===== src/rtl/seg_guard_pkg.sv =====
package seg_guard_pkg;
  localparam int SEG_N      = 3;
  localparam int SEG_W      = 2;
  localparam int SEG_CODE   = 0;
  localparam int SEG_NVD    = 1;
  localparam int SEG_VD     = 2;
  localparam int ENTRY_OFS  = 4;
  localparam int SECOND_OFS = 8;

  localparam logic [1:0] KIND_FETCH = 2'd0;
  localparam logic [1:0] KIND_WRITE = 2'd2;

  typedef enum logic [1:0] {
    ST_IDLE  = 2'd0,
    ST_CLOSE = 2'd1,
    ST_OPEN  = 2'd2
  } gstate_e;
endpackage


===== src/rtl/seg_guard_hit.sv =====
module seg_guard_hit import seg_guard_pkg::*; #(
  parameter int AW = 32
) (
  input  logic [AW-1:0] addr_i,
  input  logic [AW-1:0] base_i,
  input  logic [AW-1:0] len_i,
  output logic          hit_o,
  output logic          at_entry_o,
  output logic          at_second_o
);
  localparam int EW = AW + 1;

  logic          live;
  logic [EW-1:0] end_x;

  assign live  = |len_i;
  // widened end avoids wrap on windows near the top of memory
  assign end_x = {1'b0, base_i} + {1'b0, len_i};
  assign hit_o = live && (addr_i >= base_i) && ({1'b0, addr_i} < end_x);

  assign at_entry_o  = live && (addr_i == base_i + AW'(ENTRY_OFS));
  assign at_second_o = live && (addr_i == base_i + AW'(SECOND_OFS));
endmodule


===== src/rtl/seg_guard_rules.sv =====
module seg_guard_rules import seg_guard_pkg::*; (
  input  gstate_e          state_i,
  input  logic             vld_i,
  input  logic             dma_i,
  input  logic [1:0]       kind_i,
  input  logic [SEG_N-1:0] hit_i,
  input  logic [SEG_N-1:0] at_entry_i,
  input  logic [SEG_N-1:0] at_second_i,
  input  logic             vd_shared_i,
  input  logic             vd_exec_i,
  input  logic             prearm_i,
  input  logic             armed_i,
  input  logic [SEG_W-1:0] arm_seg_i,
  output logic             viol_o,
  output logic             arm_o,
  output logic [SEG_W-1:0] arm_seg_o,
  output logic             open_o,
  output logic             close_o
);
  logic             is_fetch, is_write;
  logic             guarded, exec_hit, open_bad, leave, second_ok;
  logic [SEG_N-1:0] gate_ok, entry_hit;

  assign is_fetch = (kind_i == KIND_FETCH);
  assign is_write = (kind_i == KIND_WRITE);

  assign guarded  = hit_i[SEG_CODE] | hit_i[SEG_NVD] | (hit_i[SEG_VD] & ~vd_shared_i);
  assign exec_hit = hit_i[SEG_CODE] | (hit_i[SEG_VD] & vd_exec_i);

  // which windows may carry the entry handshake
  always_comb begin
    gate_ok           = '0;
    gate_ok[SEG_CODE] = 1'b1;
    gate_ok[SEG_VD]   = vd_exec_i & ~vd_shared_i;
  end
  assign entry_hit = at_entry_i & gate_ok;
  assign arm_seg_o = entry_hit[SEG_CODE] ? SEG_W'(SEG_CODE) : SEG_W'(SEG_VD);
  assign second_ok = is_fetch & at_second_i[arm_seg_i];

  assign open_bad = (hit_i[SEG_CODE] & is_write)
                  | (hit_i[SEG_NVD] & is_fetch)
                  | (hit_i[SEG_VD] & ~vd_shared_i & ~vd_exec_i & is_fetch);
  assign leave    = is_fetch & ~exec_hit;

  always_comb begin
    viol_o  = 1'b0;
    arm_o   = 1'b0;
    open_o  = 1'b0;
    close_o = 1'b0;
    if (vld_i && state_i != ST_IDLE) begin
      if (dma_i) begin
        viol_o = guarded;
      end else if (state_i == ST_CLOSE) begin
        if (armed_i) begin
          open_o = second_ok;
          viol_o = ~second_ok;
        end else if (is_fetch && |entry_hit) begin
          arm_o = 1'b1;
        end else begin
          viol_o = guarded;
        end
      end else begin
        viol_o  = open_bad | (leave & ~prearm_i);
        close_o = leave & prearm_i & ~open_bad;
      end
    end
  end
endmodule


===== src/rtl/seg_guard_fsm.sv =====
module seg_guard_fsm import seg_guard_pkg::*; (
  input  logic             clk_i,
  input  logic             rst_ni,
  input  logic             enable_i,
  input  logic             viol_i,
  input  logic             arm_i,
  input  logic [SEG_W-1:0] arm_seg_i,
  input  logic             open_i,
  input  logic             close_i,
  output gstate_e          state_o,
  output logic             armed_o,
  output logic [SEG_W-1:0] arm_seg_o,
  output logic             rst_req_o
);
  gstate_e          state_q, state_d;
  logic             armed_q, armed_d, req_q, req_d;
  logic [SEG_W-1:0] seg_q, seg_d;

  always_comb begin
    state_d = state_q;
    armed_d = armed_q;
    seg_d   = seg_q;
    req_d   = 1'b0;
    if (viol_i) begin
      state_d = ST_IDLE;
      armed_d = 1'b0;
      req_d   = 1'b1;
    end else begin
      unique case (state_q)
        ST_IDLE:  if (enable_i) state_d = ST_CLOSE;
        ST_CLOSE: begin
          if (open_i) begin
            state_d = ST_OPEN;
            armed_d = 1'b0;
          end else if (arm_i) begin
            armed_d = 1'b1;
            seg_d   = arm_seg_i;
          end
        end
        ST_OPEN:  if (close_i) state_d = ST_CLOSE;
        default:  state_d = ST_IDLE;
      endcase
    end
  end

  always_ff @(posedge clk_i or negedge rst_ni) begin
    if (!rst_ni) begin
      state_q <= ST_IDLE;
      armed_q <= 1'b0;
      seg_q   <= '0;
      req_q   <= 1'b0;
    end else begin
      state_q <= state_d;
      armed_q <= armed_d;
      seg_q   <= seg_d;
      req_q   <= req_d;
    end
  end

  assign state_o   = state_q;
  assign armed_o   = armed_q;
  assign arm_seg_o = seg_q;
  assign rst_req_o = req_q;

  AST_STATE_ENC: assert property (@(posedge clk_i) disable iff (!rst_ni)
    state_q != 2'b11);
  AST_REQ_ONE_CYCLE: assert property (@(posedge clk_i) disable iff (!rst_ni)
    req_q |=> !req_q);
  AST_REQ_WITH_IDLE: assert property (@(posedge clk_i) disable iff (!rst_ni)
    req_q |-> state_q == ST_IDLE);
  AST_OPEN_VIA_CLOSE: assert property (@(posedge clk_i) disable iff (!rst_ni)
    $rose(state_q == ST_OPEN) |-> $past(state_q) == ST_CLOSE);
  AST_ARMED_ONLY_CLOSE: assert property (@(posedge clk_i) disable iff (!rst_ni)
    armed_q |-> state_q == ST_CLOSE);
endmodule


===== src/rtl/seg_guard.sv =====
module seg_guard import seg_guard_pkg::*; #(
  parameter int AW = 32
) (
  input  logic          clk_i,
  input  logic          rst_ni,
  input  logic          enable_i,
  input  logic          vld_i,
  input  logic          dma_i,
  input  logic [1:0]    kind_i,
  input  logic [AW-1:0] addr_i,
  input  logic [AW-1:0] code_base_i,
  input  logic [AW-1:0] code_len_i,
  input  logic [AW-1:0] nvd_base_i,
  input  logic [AW-1:0] nvd_len_i,
  input  logic [AW-1:0] vd_base_i,
  input  logic [AW-1:0] vd_len_i,
  input  logic          vd_shared_i,
  input  logic          vd_exec_i,
  input  logic          prearm_i,
  output logic [1:0]    state_o,
  output logic          rst_req_o
);
  logic [AW-1:0]    base_a [SEG_N];
  logic [AW-1:0]    len_a  [SEG_N];
  logic [SEG_N-1:0] hit, at_entry, at_second;
  logic             viol, arm, open_go, close_go, armed;
  logic [SEG_W-1:0] arm_seg_new, arm_seg_q;
  gstate_e          state;

  assign base_a[SEG_CODE] = code_base_i;
  assign len_a[SEG_CODE]  = code_len_i;
  assign base_a[SEG_NVD]  = nvd_base_i;
  assign len_a[SEG_NVD]   = nvd_len_i;
  assign base_a[SEG_VD]   = vd_base_i;
  assign len_a[SEG_VD]    = vd_len_i;

  for (genvar g = 0; g < SEG_N; g++) begin : g_win
    seg_guard_hit #(.AW(AW)) u_hit (
      .addr_i      (addr_i),
      .base_i      (base_a[g]),
      .len_i       (len_a[g]),
      .hit_o       (hit[g]),
      .at_entry_o  (at_entry[g]),
      .at_second_o (at_second[g])
    );
  end

  seg_guard_rules u_rules (
    .state_i     (state),
    .vld_i       (vld_i),
    .dma_i       (dma_i),
    .kind_i      (kind_i),
    .hit_i       (hit),
    .at_entry_i  (at_entry),
    .at_second_i (at_second),
    .vd_shared_i (vd_shared_i),
    .vd_exec_i   (vd_exec_i),
    .prearm_i    (prearm_i),
    .armed_i     (armed),
    .arm_seg_i   (arm_seg_q),
    .viol_o      (viol),
    .arm_o       (arm),
    .arm_seg_o   (arm_seg_new),
    .open_o      (open_go),
    .close_o     (close_go)
  );

  seg_guard_fsm u_fsm (
    .clk_i     (clk_i),
    .rst_ni    (rst_ni),
    .enable_i  (enable_i),
    .viol_i    (viol),
    .arm_i     (arm),
    .arm_seg_i (arm_seg_new),
    .open_i    (open_go),
    .close_i   (close_go),
    .state_o   (state),
    .armed_o   (armed),
    .arm_seg_o (arm_seg_q),
    .rst_req_o (rst_req_o)
  );

  assign state_o = state;

  AST_IDLE_NO_REQ: assert property (@(posedge clk_i) disable iff (!rst_ni)
    state_o == ST_IDLE |=> !rst_req_o);
  AST_ENABLE_STICKY: assert property (@(posedge clk_i) disable iff (!rst_ni)
    state_o != ST_IDLE |=> (state_o != ST_IDLE) || rst_req_o);
  AST_DMA_KILL: assert property (@(posedge clk_i) disable iff (!rst_ni)
    (vld_i && dma_i && state_o != ST_IDLE && (hit[SEG_CODE] || hit[SEG_NVD]))
      |=> rst_req_o);
  AST_OPEN_CODE_WRITE: assert property (@(posedge clk_i) disable iff (!rst_ni)
    (vld_i && state_o == ST_OPEN && hit[SEG_CODE] && kind_i == KIND_WRITE)
      |=> rst_req_o);
  AST_EXIT_QUIET: assert property (@(posedge clk_i) disable iff (!rst_ni)
    (state_o == ST_OPEN && $past(state_o) == ST_OPEN && !rst_req_o) |-> $stable(rst_req_o));
endmodule


===== config.mk =====
export PLATFORM = sky130hd
export DESIGN_NAME = seg_guard
export DESIGN_NICKNAME = d
export VERILOG_FILES = /design/src/rtl/seg_guard_pkg.sv /design/src/rtl/seg_guard_hit.sv /design/src/rtl/seg_guard_rules.sv /design/src/rtl/seg_guard_fsm.sv /design/src/rtl/seg_guard.sv
export SDC_FILE = /design/constraint.sdc
export NUM_CORES = 1
export LEC_CHECK = 0
export BUFFER_PORTS_ARGS = -buffer_cell sky130_fd_sc_hd__buf_4
export CORE_MARGIN = 2
export CORE_UTILIZATION = 39
export CTS_BUF_LIST = sky130_fd_sc_hd__clkbuf_4 sky130_fd_sc_hd__clkbuf_8 sky130_fd_sc_hd__clkbuf_16
export DETAILED_ROUTE_END_ITERATION = 8
export PLACE_DENSITY = 0.6
export SYNTH_ARGS = -nofsm -noshare
export SYNTH_HDL_FRONTEND = slang
export SYNTH_SLANG_ARGS = --single-unit

===== constraint.sdc =====
create_clock -name clk_i -period 3.19 [get_ports clk_i]
set_input_delay 0.638 -clock clk_i [delete_from_list [all_inputs] [get_ports clk_i]]
set_output_delay 0.638 -clock clk_i [all_outputs]
set_load 0.02 [all_outputs]

==> summary.txt <==
Timing
  – Tmin final: 5.42 ns
  – Fmax: 184 MHz
  – # setup viols final: 5
  – Rel. slew slack: 0.594
  – RSZ-0062 raised after global routing: true
  – Sum of negative setup slack: -9.07 ns
  – Final Cycle Share: 1.70
  – Slew @ Worst Pin: 0.603 ns
  – Slew Viols, Final: 0
  – Setup ws final: -2.23 ns
  – Hold Vio Cnt, Final: 0
  – Fin Clk Skew: 0.00285 ns
  – WHS: 0.209 ns

Yosys
  – Most numerous cell in the Yosys netlist: ha_1
  – EDFF count, synth: 0
  – Mean post-synth cell area: 7.17 sq um
  – Post-Syn Area: 12,500 sq um
  – Synth top area cells: ha_1 29%, xnor2_1 6.8%, xor2_1 6.7%, a21oi_1 6.4%, o21ai_0 4.2%
  – Syn. warnings: 0
  – Unique cell type count in the Yosys netlist: 77
  – Register bit total from synthesis: 5
  – Register area share after synthesis: 0.00997
  – Top-area cell type share of the netlist area: 0.288
  – Syn nets: about 2,300
  – Biggest area consumer among synthesized cells: ha_1
  – Ys flop type: dfrtp_1
  – Synth Instances: about 1,800
  – Ys async rst share: 1.00
  – Post-synth top cells: 289 x ha_1, 160 x a21oi_1, 126 x nand2_1

Detailed routing
  – DR iter-0 viols: slightly above 800
  – Final ANT Viol Nets: 0
  – Met3 wire length: 2.65 mm
  – Routed length on met2: 25.8 mm
  – Post-route DRC: 0
  – Max layer used: met4
  – Detailed-router iteration count before antenna repair: 5
  – DR WL/cell: 17.9 um
  – Via density: around 5.5
  – Final WL: 53.8 mm
  – Wire length on met1: 23.5 mm
  – Routed via count: 16,500

Floorplanning
  – Core region area: between 30,000 and 40,000 sq um
  – Die width: 183 um
  – Row cnt: 65
  – Height of the die: 183 um
  – Io pins: ~240
  – Initial core utilization: 0.397
  – Die ar.: ~34,000 sq um

Worst setup path
  – R2r setup slk: 0.02 ns
  – Worst setup EP type: register
  – Worst EP required: 3.29 ns
  – Critical path type: in2reg
  – Critical Path Fanout Max: 4
  – Worst setup SP type: primary input
  – Reg2Reg Depth: 11
  – Reg-to-reg endpoint: u_fsm.state_o[0]
  – Arrival time at the worst endpoint: about 5.5 ns
  – R2R Path Start: u_fsm.state_o[0]

Power and ir drop
  – Leakage: between 10 and 15 nW
  – Max VDD drop: 0.184 mV
  – Pwr dens: a little over 200 nW/um^2

CTS
  – Clock Path Buffers: 2
  – Clock latency on the worst-skew pair: between 0.2 and 0.25 ns
  – Clk root buf: clkbuf_16
  – CTS tree: yes
  – Worst-path clk slew: 0.04 ns
  – Htree depth: 1
  – Post-CTS Hold Buffers: 0
  – Clk sinks: 5
  – CTS buffer count: 3

Place
  – IO buf count: roughly 240
  – Global placer's final weighted congestion: 0.936
  – Worst slack, placed: -2.87 ns
  – DP HPWL: ~47 mm

Status
  – Failing checks: setup timing
  – Status: finished with violations

GRT
  – GRT Total Usage: 0.311
  – Vias in the first global route: 16,800
  – First-pass GRT wire length: between 80 and 90 mm
  – Largest net degree at the start of global routing: 13
  – Total gr overflow: 0
  – Initial antenna violation count: 0

Cells and area
  – Area grow syn2layout: 61.7%
  – Nets: 3,130
  – Antenna diodes: 0
  – Share of cells above drive strength 1: 0.381

Job
  – Max-cap check violation count: 0

Min path
  – Hold/Removal Path Class: in2async
[cell families (layout without fill, tap and decap cells)]
kind of cell               after synthesis  after routing  share of synthesized area
DFF                                      5              5                    0.00997
AOI/OAI and AO/OA                      516            516                      0.263
adders and majority gates              293            293                      0.294
and+or+nand+nor                        588            588                      0.247
buffers and inverters                  149           1001                     0.0465
muxes                                    6              6                    0.00499
xor gates and xnor gates               194            194                      0.135
[layer usage]
layer	track usage	vias to the layer above
met3	0.0286	87
met4	0.0950	0
met5	0	-
met1	0.384	7650
li1	-	8342
met2	0.569	468
[where the power goes]
part / internal, W / switching (W) / leakage, nW
logic: 0.00194 / 0.00187 / 9.99
registers: 0.0000734 / 0.00000409 / 0.0657
clock network: 0.000175 / 0.0000454 / 0.0416
[worst max-delay path, cell delays in order]
cell,delay (ns)
buf_8,0.10
ha_4,0.23
a211o_1,0.30
a2111oi_4,0.34
nor4b_2,0.11
o31a_1,0.30
o31ai_4,0.21
o21a_2,0.22
o31ai_4,0.09
o21a_1,0.21
nor2_4,0.13
o21ai_2,0.07
xnor2_1,0.16
ha_1,0.27
a21o_1,0.18
or4_4,0.51
nor3_4,0.13
a211oi_2,0.10
a221oi_2,0.32
o21ai_4,0.14
a21oi_2,0.20
a211oi_2,0.09
a211oi_2,0.23
buf_4,0.18
a21oi_2,0.04
[registers in the layout, summed over array words and instances (netlist names)]
signal / flops
u_fsm.arm_seg_o: 1
u_fsm.armed_o: 1
u_fsm.rst_req_o: 1
u_fsm.state_o: 2
[stage by stage]
| stage | std cells | util | power [W] | cell area [sq um] |
|---|---|---|---|---|
| floorplan | 1751 | - | 0.00194 | 12700 |
| global placement | 2969 | 0.612 | 0.00356 | 19400 |
| detailed placement | 2969 | 0.612 | 0.00364 | 19400 |
| CTS | 2989 | 0.625 | 0.00395 | 19800 |
| global route | 3005 | 0.641 | 0.00451 | 20300 |
| finish | 3005 | 0.641 | 0.00411 | 20300 |
[timing repair]
action	in CTS	in global routing
buffers inserted	16	16
resized for setup	52	81
setup endpoints to repair	5	5
hold endpoints to repair	0	0
pin swaps	24	53
[placed cells by master, fill, tap and decap left out, types with 17 or more instances in the layout]
| cell | instances |
|---|---|
| a21o_1 | 48 |
| a21oi_1 | 146 |
| a31oi_1 | 19 |
| and3_1 | 17 |
| buf_4 | 855 |
| buf_6 | 17 |
| ha_1 | 277 |
| inv_1 | 118 |
| nand2_1 | 125 |
| nand2b_1 | 30 |
| nand3_1 | 63 |
| nand4_1 | 68 |
| nor2_1 | 102 |
| nor2b_1 | 22 |
| nor3_1 | 33 |
| nor4_1 | 42 |
| o21a_1 | 17 |
| o21ai_0 | 93 |
| xnor2_1 | 97 |
| xor2_1 | 95 |
[worst max-delay path by stage]
| stage | cells after the start | to | startpoint | slack (ns) |
|---|---|---|---|---|
| 2_1_floorplan | 23 | u_fsm.armed_o | code_base_i[1] | -1.94 |
| 3_3_place_gp | 26 | u_fsm.state_o[0] | nvd_base_i[0] | -2.75 |
| 3_5_place_dp | 26 | u_fsm.state_o[0] | nvd_base_i[0] | -2.87 |
| 4_1_cts | 24 | u_fsm.armed_o | code_base_i[1] | -2.31 |
| 5_1_grt | 27 | u_fsm.state_o[0] | nvd_base_i[12] | -2.46 |
| 6_report | 25 | u_fsm.state_o[0] | code_base_i[1] | -2.23 |
[layout make-up]
cell class	instances	area [sq um]
Sequential cell	5	125
Clock buffer	4	82.6
Fill cell	2873	11300
Inverter	121	457
Multi-Input combinational cell	1597	12500
Tap cell	402	503
Timing Repair Buffer	876	6670
(Power assumes the default switching activity.)
